==> src/rtl/idec_pkg.sv <==
package idec_pkg;
  localparam int OPC_W  = 6;
  localparam int REG_W  = 5;
  localparam int FUNC_W = 11;
  localparam int IMM_W  = 16;
  localparam int OFF_W  = 26;

  typedef logic [OPC_W-1:0] opc_t;

  localparam opc_t OPC_RR    = 6'h00;
  localparam opc_t OPC_J     = 6'h02;
  localparam opc_t OPC_BEQZ  = 6'h04;
  localparam opc_t OPC_BNEZ  = 6'h05;
  localparam opc_t OPC_ADDI  = 6'h08;
  localparam opc_t OPC_ADDUI = 6'h09;
  localparam opc_t OPC_SUBI  = 6'h0A;
  localparam opc_t OPC_SUBUI = 6'h0B;
  localparam opc_t OPC_LW    = 6'h23;
  localparam opc_t OPC_SW    = 6'h2B;

  typedef enum logic [1:0] {
    FMT_RR  = 2'd0,
    FMT_IMM = 2'd1,
    FMT_JMP = 2'd2,
    FMT_BAD = 2'd3
  } fmt_e;

  typedef enum logic [1:0] {
    EXT_NONE = 2'd0,
    EXT_S16  = 2'd1,
    EXT_Z16  = 2'd2,
    EXT_S26  = 2'd3
  } ext_e;

  typedef struct packed {
    fmt_e fmt;
    ext_e ext;
    logic use_rs2;
    logic wr_en;
    logic rd_mid;
    logic is_load;
    logic is_store;
    logic is_branch;
    logic br_nez;
    logic is_jump;
    logic illegal;
  } dec_t;
endpackage

==> src/rtl/idec_rst_sync.sv <==
module idec_rst_sync #(
  parameter int STAGES = 2
) (
  input  logic clk,
  input  logic rst_n,
  output logic rst_sync_n
);
  logic [STAGES-1:0] sh_q, sh_d;

  always_comb sh_d = {sh_q[STAGES-2:0], 1'b1};

  always_ff @(posedge clk or negedge rst_n) begin
    if (!rst_n) sh_q <= '0;
    else        sh_q <= sh_d;
  end

  assign rst_sync_n = sh_q[STAGES-1];
endmodule

==> src/rtl/idec_classify.sv <==
module idec_classify
  import idec_pkg::*;
(
  input  opc_t opc,
  output dec_t dec
);
  always_comb begin
    dec           = '0;
    dec.fmt       = FMT_IMM;
    dec.ext       = EXT_S16;
    case (opc)
      OPC_RR: begin
        dec.fmt     = FMT_RR;
        dec.ext     = EXT_NONE;
        dec.use_rs2 = 1'b1;
        dec.wr_en   = 1'b1;
      end
      OPC_ADDI, OPC_SUBI: begin
        dec.wr_en  = 1'b1;
        dec.rd_mid = 1'b1;
      end
      OPC_ADDUI, OPC_SUBUI: begin
        dec.ext    = EXT_Z16;
        dec.wr_en  = 1'b1;
        dec.rd_mid = 1'b1;
      end
      OPC_LW: begin
        dec.wr_en   = 1'b1;
        dec.rd_mid  = 1'b1;
        dec.is_load = 1'b1;
      end
      OPC_SW: begin
        dec.is_store = 1'b1;
      end
      OPC_BEQZ: begin
        dec.is_branch = 1'b1;
      end
      OPC_BNEZ: begin
        dec.is_branch = 1'b1;
        dec.br_nez    = 1'b1;
      end
      OPC_J: begin
        dec.fmt     = FMT_JMP;
        dec.ext     = EXT_S26;
        dec.is_jump = 1'b1;
      end
      default: begin
        dec.fmt     = FMT_BAD;
        dec.ext     = EXT_NONE;
        dec.illegal = 1'b1;
      end
    endcase
  end
endmodule

==> src/rtl/idec_imm_ext.sv <==
module idec_imm_ext
  import idec_pkg::*;
#(
  parameter int XLEN = 32
) (
  input  logic [OFF_W-1:0] raw,
  input  ext_e             sel,
  output logic [XLEN-1:0]  imm
);
  localparam int PAD16 = XLEN - IMM_W;
  localparam int PAD26 = XLEN - OFF_W;

  logic [XLEN-1:0] s16, z16, s26;

  always_comb begin
    s16 = {{PAD16{raw[IMM_W-1]}}, raw[IMM_W-1:0]};
    z16 = {{PAD16{1'b0}}, raw[IMM_W-1:0]};
    s26 = {{PAD26{raw[OFF_W-1]}}, raw};
  end

  always_comb begin
    case (sel)
      EXT_S16: imm = s16;
      EXT_Z16: imm = z16;
      EXT_S26: imm = s26;
      default: imm = '0;
    endcase
  end
endmodule

==> src/rtl/idec_next_pc.sv <==
module idec_next_pc #(
  parameter int          XLEN     = 32,
  parameter int          STEP     = 4,
  parameter logic [31:0] RESET_PC = 32'h0
) (
  input  logic            clk,
  input  logic            rst_n,
  input  logic            en,
  input  logic            is_branch,
  input  logic            br_nez,
  input  logic            is_jump,
  input  logic [XLEN-1:0] cond_val,
  input  logic [XLEN-1:0] imm,
  output logic [XLEN-1:0] pc,
  output logic [XLEN-1:0] npc,
  output logic            br_taken
);
  localparam logic [XLEN-1:0] STEP_W = XLEN'(STEP);
  localparam logic [XLEN-1:0] RST_W  = XLEN'(RESET_PC);

  logic [XLEN-1:0] pc_q, pc_d, seq_pc, rel_pc;
  logic            cond_zero;

  always_comb begin
    seq_pc    = pc_q + STEP_W;
    rel_pc    = seq_pc + imm;
    cond_zero = (cond_val == '0);
    br_taken  = is_branch & (br_nez ? !cond_zero : cond_zero);
    npc       = (br_taken || is_jump) ? rel_pc : seq_pc;
    pc_d      = en ? npc : pc_q;
  end

  always_ff @(posedge clk or negedge rst_n) begin
    if (!rst_n) pc_q <= RST_W;
    else        pc_q <= pc_d;
  end

  assign pc = pc_q;

  AST_PC_HOLD: assert property (@(posedge clk) disable iff (!rst_n)
    !en |=> $stable(pc));
  AST_PC_FOLLOW: assert property (@(posedge clk) disable iff (!rst_n)
    en |=> pc == $past(npc));
  AST_BEQZ_DIR: assert property (@(posedge clk) disable iff (!rst_n)
    (is_branch && !br_nez && cond_val != '0) |-> !br_taken);
  AST_BNEZ_DIR: assert property (@(posedge clk) disable iff (!rst_n)
    (is_branch && br_nez && cond_val != '0) |-> br_taken);
  AST_NO_BRANCH_SEQ: assert property (@(posedge clk) disable iff (!rst_n)
    (!is_branch && !is_jump) |-> (npc == pc + STEP_W));
endmodule

==> src/rtl/idec_npc.sv <==
module idec_npc
  import idec_pkg::*;
#(
  parameter int XLEN        = 32,
  parameter int SYNC_STAGES = 2
) (
  input  logic                clk,
  input  logic                rst_n,
  input  logic                en,
  input  logic [31:0]         instr,
  input  logic [XLEN-1:0]     rs1_val,
  input  logic [XLEN-1:0]     rs2_val,
  output logic [XLEN-1:0]     pc,
  output logic [XLEN-1:0]     npc,
  output logic [1:0]          fmt,
  output logic [REG_W-1:0]    rs1_idx,
  output logic [REG_W-1:0]    rs2_idx,
  output logic [REG_W-1:0]    rd_idx,
  output logic                wr_en,
  output logic [FUNC_W-1:0]   func,
  output logic [XLEN-1:0]     imm,
  output logic [XLEN-1:0]     alu_b,
  output logic [XLEN-1:0]     eff_addr,
  output logic                is_load,
  output logic                is_store,
  output logic [XLEN-1:0]     st_data,
  output logic                br_taken,
  output logic                illegal
);
  localparam int RS1_LSB = OFF_W - REG_W;
  localparam int RS2_LSB = RS1_LSB - REG_W;
  localparam int RD_LSB  = RS2_LSB - REG_W;

  logic            rst_sync_n;
  dec_t            dec;
  logic            reg_form, imm_form, mem_op;
  logic [XLEN-1:0] imm_w;

  idec_rst_sync #(.STAGES(SYNC_STAGES)) u_rst_sync (
    .clk        (clk),
    .rst_n      (rst_n),
    .rst_sync_n (rst_sync_n)
  );

  idec_classify u_classify (
    .opc (instr[31:OFF_W]),
    .dec (dec)
  );

  idec_imm_ext #(.XLEN(XLEN)) u_imm_ext (
    .raw (instr[OFF_W-1:0]),
    .sel (dec.ext),
    .imm (imm_w)
  );

  idec_next_pc #(.XLEN(XLEN)) u_next_pc (
    .clk       (clk),
    .rst_n     (rst_sync_n),
    .en        (en),
    .is_branch (dec.is_branch),
    .br_nez    (dec.br_nez),
    .is_jump   (dec.is_jump),
    .cond_val  (rs1_val),
    .imm       (imm_w),
    .pc        (pc),
    .npc       (npc),
    .br_taken  (br_taken)
  );

  always_comb begin
    reg_form = (dec.fmt == FMT_RR);
    imm_form = (dec.fmt == FMT_IMM);
    mem_op   = dec.is_load | dec.is_store;
    fmt      = dec.fmt;
    wr_en    = dec.wr_en;
    illegal  = dec.illegal;
    is_load  = dec.is_load;
    is_store = dec.is_store;
    imm      = imm_w;
    rs1_idx  = (reg_form || imm_form) ? instr[OFF_W-1:RS1_LSB] : '0;
    rs2_idx  = (reg_form || dec.is_store) ? instr[RS1_LSB-1:RS2_LSB] : '0;
    if (!dec.wr_en)      rd_idx = '0;
    else if (dec.rd_mid) rd_idx = instr[RS1_LSB-1:RS2_LSB];
    else                 rd_idx = instr[RS2_LSB-1:RD_LSB];
    func     = reg_form ? instr[FUNC_W-1:0] : '0;
    alu_b    = dec.use_rs2 ? rs2_val : imm_w;
    eff_addr = mem_op ? (rs1_val + imm_w) : '0;
    st_data  = dec.is_store ? rs2_val : '0;
  end

  AST_EA_IDLE: assert property (@(posedge clk) disable iff (!rst_sync_n)
    !(is_load || is_store) |-> (eff_addr == '0));
  AST_ST_NOWRITE: assert property (@(posedge clk) disable iff (!rst_sync_n)
    is_store |-> !wr_en);
  AST_ILLEGAL_STEP: assert property (@(posedge clk) disable iff (!rst_sync_n)
    illegal |-> (!wr_en && npc == pc + XLEN'(4) && imm == '0));
  AST_BR_NOWRITE: assert property (@(posedge clk) disable iff (!rst_sync_n)
    br_taken |-> (!wr_en && rs2_idx == '0));
  AST_KIND_EXCL: assert property (@(posedge clk) disable iff (!rst_sync_n)
    $onehot0({is_load, is_store, illegal, br_taken}));
  AST_JMP_REL: assert property (@(posedge clk) disable iff (!rst_sync_n)
    (fmt == 2'd2) |-> (npc == pc + XLEN'(4) + imm));
endmodule

==> config.mk <==
export PLATFORM = sky130hd
export DESIGN_NAME = idec_npc
export DESIGN_NICKNAME = d
export VERILOG_FILES = /design/src/rtl/idec_pkg.sv /design/src/rtl/idec_rst_sync.sv /design/src/rtl/idec_classify.sv /design/src/rtl/idec_imm_ext.sv /design/src/rtl/idec_next_pc.sv /design/src/rtl/idec_npc.sv
export SDC_FILE = /design/constraint.sdc
export NUM_CORES = 1
export LEC_CHECK = 0
export ABC_CLOCK_PERIOD_IN_PS = 4100
export BUFFER_PORTS_ARGS = -buffer_cell sky130_fd_sc_hd__buf_2
export CELL_PAD_IN_SITES_DETAIL_PLACEMENT = 1
export CELL_PAD_IN_SITES_GLOBAL_PLACEMENT = 1
export CORE_MARGIN = 1
export CORE_UTILIZATION = 29
export DETAILED_ROUTE_END_ITERATION = 10
export PLACE_DENSITY_LB_ADDON = 0.15
export SETUP_SLACK_MARGIN = 0.2
export SYNTH_ARGS = -nofsm -noshare
export SYNTH_HDL_FRONTEND = slang
export SYNTH_SLANG_ARGS = --single-unit
==> constraint.sdc <==
create_clock -name clk -period 4.1 [get_ports clk]
set_input_delay 0.41 -clock clk [delete_from_list [all_inputs] [get_ports clk]]
set_output_delay 0.41 -clock clk [all_outputs]
set_load 0.02 [all_outputs]
# --- Yosys cells after proc, flatten, opt, wreduce, memory -nomap -nowiden ---
# Cells that the tools add are included.
# W data, S select, Z words.
word_totals:
  register_bits: 34
  out_inout_bits: 225
  input_bits: 99
  wordCells: 56
classes:
  bitwise_logic: 2
  reduce_logical: 14
  eq_ne: 13
  mux: 22
  add_sub_neg: 3
ops:
  columns: ["cell", "count"]
  rows:
  - ["$mux W32", 4]
  - ["$pmux W32 S3", 1]
  - ["$add A32 B32 Y32", 2]
  - ["$add A32 B3 Y32 const B", 1]
  - ["$logic_not A32 Y1", 1]
  - ["$eq A6 B4 Y1 const B", 4]
  - ["$mux W5", 4]
  - ["$eq A6 B3 Y1 const B", 2]
  - ["$eq A6 B6 Y1 const B", 2]
  - ["$pmux W2 S3", 2]
  - ["$reduce_or A6 Y1", 2]
  - ["$mux W11", 1]
  - ["$mux W1", 10]
  - ["$reduce_or A10 Y1", 1]
  - ["$reduce_or A8 Y1", 1]
  - ["$eq A6 B2 Y1 const B", 1]
  - ["$logic_not A6 Y1", 1]
  - ["$reduce_or A5 Y1", 1]
  - ["$eq A2 B1 Y1 const B", 2]
  - ["$eq A2 B2 Y1 const B", 2]
  - ["$reduce_or A2 Y1", 2]
  - ["$logic_or A1 B1 Y1", 3]
  - ["$logic_not A2 Y1", 1]
  - ["$and A1 B1 Y1", 1]
  - ["other kinds (2)", 2]

# --- Depth between registers and ports, before layout ---
depth:
  ltp_word: 7
  ltp_mapped: 19
  ltp_nobuf: 18

# --- Hierarchy ---
# From an unflattened synthesis, not the netlist that was laid out.
hier_totals:
  cells_unflattened: 1053
  hier_area_um2: 7728.7
modules_own_cells:
  columns: ["module", "area_each_um2", "cells_each", "seq_area_each_um2", "instances"]
  rows:
  - ["idec_next_pc", 4351.7, 577, 800.8, 1]
  - ["idec_npc", 2745.1, 389, 0.0, 1]
  - ["idec_imm_ext", 370.4, 48, 0.0, 1]
  - ["idec_classify", 207.7, 36, 0.0, 1]
  - ["idec_rst_sync", 53.8, 3, 50.0, 1]

# --- Worst setup path after synthesis ---
# OpenSTA, ideal clock, no wires.
synth_timing:
  kind: "input port to output port"
  start: "input instr[26]"
  end: "output npc[27]"
  path_stages: 17
  path_buffers: 2
  t_arrival_ns: 4.587
  path_slack_ns: -0.897
  required_time_ns: 3.690
  path_cell_list: "clkbuf_1 -> nor3_1 -> nand2_1 -> nor2_1 -> clkbuf_1 -> nand2_1 -> a211oi_1 -> ha_1 -> a21oi_1 -> o21bai_1 -> or3_1 -> a211oi_2 -> nor2_1 -> a31oi_1 -> o21ai_0 -> xnor2_1 -> o21ai_0"
synth_between:
  elab_chain_cells: 7
  word_cells_on_any_way: 25
  cone_classes: "1 x add/sub; 12 x eq/ne; 7 x mux; 1 x bitwise; 4 x reduce/logical"
synth_rtl:
  columns: ["element", "line", "text"]
  rows:
  - ["start: declaration", "idec_npc.sv:10", "input logic [31:0] instr,"]
  - ["$eq A6 B4 Y1, or another cell as far along", "idec_classify.sv:11", "case (opc)"]
  - ["$reduce_or A6 Y1 (no source line) / $reduce_or A2 Y1 (equally long branches)", null, null]
  - ["$pmux W2 S3 *", "idec_classify.sv:11", null]
  - ["$eq A2 B2 Y1 / $eq A2 B1 Y1 (equally long branches)", "idec_imm_ext.sv:22", "case (sel)"]
  - ["$pmux W32 S3 *", "idec_imm_ext.sv:22", null]
  - ["net imm[16]", "idec_npc.sv:21", "output logic [XLEN-1:0] imm,"]
  - ["$add A32 B32 Y32 *", "idec_next_pc.sv:26", "rel_pc = seq_pc + imm;"]
  - ["$mux W32 *", "idec_next_pc.sv:29", "npc = (br_taken || is_jump) ? rel_pc : seq_pc;"]
  - ["end: declaration", "idec_npc.sv:14", "output logic [XLEN-1:0] npc,"]
# The timed path passes the listed nets; every way through them passes the cells marked *.

# --- Worst setup path after layout ---
layout_timing:
  start: "register u_next_pc.pc_q[5] (netlist: u_next_pc.pc[5])"
  end: "output npc[31]"
layout_between:
  elab_chain_cells: 3
layout_rtl:
  columns: ["element", "line", "text"]
  rows:
  - ["start: declaration", "idec_next_pc.sv:21", "logic [XLEN-1:0] pc_q, pc_d, seq_pc, rel_pc;"]
  - ["start signal: assignment", "idec_next_pc.sv:35", "else pc_q <= pc_d;"]
  - ["$add A32 B3 Y32 *", "idec_next_pc.sv:25", "seq_pc = pc_q + STEP_W;"]
  - ["$add A32 B32 Y32", "idec_next_pc.sv:26", null]
  - ["$mux W32 *", "idec_next_pc.sv:29", null]
# Mark *: on every way between the ends. The rest lies on a longest branch, timed or not.

==> qor.yml <==
status: "finished with violations"
violations: "design-rule violations, negative setup slack"
ff_latch_area_um2: 852
first_pass_grt_wire_length_um: 55600
power.combinational.fraction_pct: 77.1
reg2reg_from: "u_next_pc.pc[5]"
setup_viol: 18
syn2layout_area_growth_pct: 94.3
clk_latency_ns: 0.30
cts-root-buf: "clkbuf_16"
p_int_mw: 2.16
grt.overflow.total: 0
final_cell_count_no_fill: 1763
endpoint: "npc[31]"
timing_worst_setup_path_type: "reg -> out"
sequential_power_share_pct: 13.4
routed_wl_um: 39900
worstRegToRegCells: 17
starting_density_of_the_core_pct: 29.8
crit_path_end_kind: "primary output"
dp.final_hpwl_um: 27800
ys_seq_area_share_pct: 13.0
ctsLongestPathBuffers: 2
netlist_instances: 901
drt_first_iter_violations: 525
tritoncts: "done"
post-route-util_pct: 57.9
crit_start: "u_next_pc.pc[5]"
regToRegSetupSlack_ns: 0.13
io_pins: 324
drc: 23
maximum_number_of_pins_on_one_net_before_global_route_repair: 41
postSynthRegisterBits: 34
dr.pass1.iters: 8
floorplan.die.width_um: 152
power.leakage_nw: 6.78
timing.final.hold_violations: 0
power.density_cell_area_nw_per_um2: 336
ys_dominant_reg_cell: "dfrtp_1"
synth_nets: 1065
synth_cell_type_count: 65
numCtsBuffers: 5
cts_htree_levels: 2
final.hold.worst_slack_ns: 0.343
final_critical_path_setup_slack_ns: -0.401
crit-reg2reg-capture: "u_next_pc.pc[31]"
synth_async_sr_flop_share_pct: 100
grt_pass1_vias: 9645
sw_frac_of_total_pct: 49.5
clockPowerShare_pct: 9.6
drt-wirelength-per-cell_um: 22.7
layout_commonest_cell: "buf_4"
max_clock_freq_ghz: 0.222
fin_total_pwr_mw: 4.28
fp-row-count: 54
tightestPinTransition_ns: 1.06
clk_pin_slew_worst_setup_hold_paths_ns: 0.07
port_buffers: 323
grt_antenna_before_repair: 2
drive_gt1_share_pct: 62.1
total_switching_power_mw: 2.12
yosys_warnings: 0
clkSinkCount: 34
finalNetCount: 1645
placed_cells_incl_taps: 1670
critPathArrivalTime_ns: 4.09
num_vias: 9595
final_report_max_slew_violation_count: 0
layout.filler_cells: 2676
rsz0062_at_grt: "true"
maxSlewHeadroom_pct: 29.2
grt.total_usage_pct: 30.2
hp-class: "reg -> reg"
dieArea_um2: 23200
number_of_enable_flip_flop_cells_after_synthesis: 0
antenna_violating_nets_post_route: 0
max-vdd-ir-drop_mv: 0.388
setup.worst_path.start_class: "flop"
finalWeightedCongestion: 0.935
multi_input_comb_area_um2: 7060
die_h_um: 152
period_minus_slack_ns: 4.50
cp_data_required_time_ns: 3.69
post-route-period-util_pct: 110
timing.max_cap.violations: 0
mostFrequentLayoutCells: "buf_4, buf_2, nand2_1"
avg_inst_size_synth_um2: 7.27
coreArea_um2: 22000
via_per_inst: 5.44
worstPathMaxFanout: 4
finalClockSkew_ns: 0.0133
post_synth_instance_area_um2: 6550
[through the flow]
stage / setup slack [ns] / area, um2 / setup TNS (ns)
2_1_floorplan: 0.0420 / 7000 / 0
3_3_place_gp: -0.156 / 10300 / -1.54
3_5_place_dp: -0.250 / 10300 / -3.87
4_1_cts: -0.196 / 11800 / -1.06
5_1_grt: -0.529 / 12700 / -6.91
6_report: -0.401 / 12700 / -3.42
[sequential cells by signal, summed over array words and instances (netlist names)]
signal and count:
u_rst_sync.sh_q 2, u_next_pc.pc 32
[critical path: stages, from the launching register on]
cell and delay, ns:
dfrtp_1 0.36, and3_4 0.20, and2_4 0.18, nand4_4 0.14, or3_4 0.40, buf_6 0.16, nor2_4 0.13, xor2_2 0.11
ha_1 0.26, a21o_1 0.19, a21o_1 0.20, a21oi_2 0.24, o21ai_0 0.18, a21o_1 0.24, nor3_2 0.16, mux2i_2 0.32
xnor2_2 0.16, buf_4 0.17
[power groups by stage]
stage / sequential, mW / clock (mW) / combinational, mW
final: 0.572 / 0.409 / 3.30
after global routing: 0.587 / 0.429 / 3.47
after CTS: 0.563 / 0.409 / 2.85
after detailed placement: 0.555 / 0 / 2.53
after global placement: 0.546 / 0 / 2.48
after floorplan: 0.720 / 0 / 1.26
[kinds of logic after synthesis]
| group | share of synthesized area (%) |
|---|---|
| multiplexers | 4.97 |
| AO/OA/AOI/OAI | 25.7 |
| XOR/XNOR | 10.7 |
| other | 0.0573 |
| adder cells (fa/ha/maj) | 12.7 |
| AND/OR/NAND/NOR | 28.1 |
| flip-flops | 13.0 |
| buffers and inverters | 4.82 |
[layout make-up]
type | instances | share of cell area (%)
multi-input combinational | 796 | 55.5
timing repair buffer | 620 | 33.2
sequential | 34 | 6.70
tap | 280 | 2.75
clock buffer | 7 | 1.12
inverter | 24 | 0.747
clock inverter | 1 | 0.0393
antenna | 1 | 0.0197
[timing repair]
action                     in CTS  in global routing
hold endpoints to repair        2                  0
setup buffers                  55                 27
setup endpoints to repair      45                 50
gates cloned                    0                  1
pin swaps                     114                 75
hold buffers                    1                  0
resized for setup             208                146
[cell usage after synthesis (7+ instances only)]
master	n	area, um2
xnor2_1	46	403
nand3_1	23	115
and3_1	40	250
nor3_1	15	75.1
nor2b_1	10	62.6
inv_1	24	90.1
buf_2	9	45.0
o21ai_0	46	230
buf_4	8	60.1
o211ai_1	7	52.6
a211oi_1	12	90.1
nand2b_1	7	43.8
ha_1	63	788
a21oi_1	66	330
nor4_1	10	62.6
xor2_1	34	298
dfrtp_1	34	851
a31oi_1	11	68.8
nand2_1	93	349
mux2_2	28	315
and2_1	41	257
clkbuf_1	29	109
nand4_1	16	100
nor2_1	87	327
a21o_1	58	435
[worst min path at each step]
| stage | from | to | slack, ns | cells past startpoint |
|---|---|---|---|---|
| detailed placement | rst_n | u_rst_sync.sh_q[1] | 0.20 | 1 |
| finish | u_rst_sync.sh_q[0] | u_rst_sync.sh_q[1] | 0.34 | 0 |
| global placement | rst_n | u_rst_sync.sh_q[0] | 0.20 | 1 |
| floorplan | rst_n | u_rst_sync.sh_q[0] | 0.11 | 0 |
| global route | u_rst_sync.sh_q[0] | u_rst_sync.sh_q[1] | 0.36 | 0 |
| CTS | u_rst_sync.sh_q[0] | u_rst_sync.sh_q[1] | 0.35 | 0 |
[per-layer routing]
metal  track usage, %  up-vias  routed length [um]  share of wire, %
met5                0        -                   9             0.023
li1                 -     4395                   -                 -
met3             2.47       67                1850               4.6
met2             54.8      351               20200                51
met1             38.7     4780               17000                43
met4             6.56        2                 867               2.2
Power figures use the tool's default switching activity.
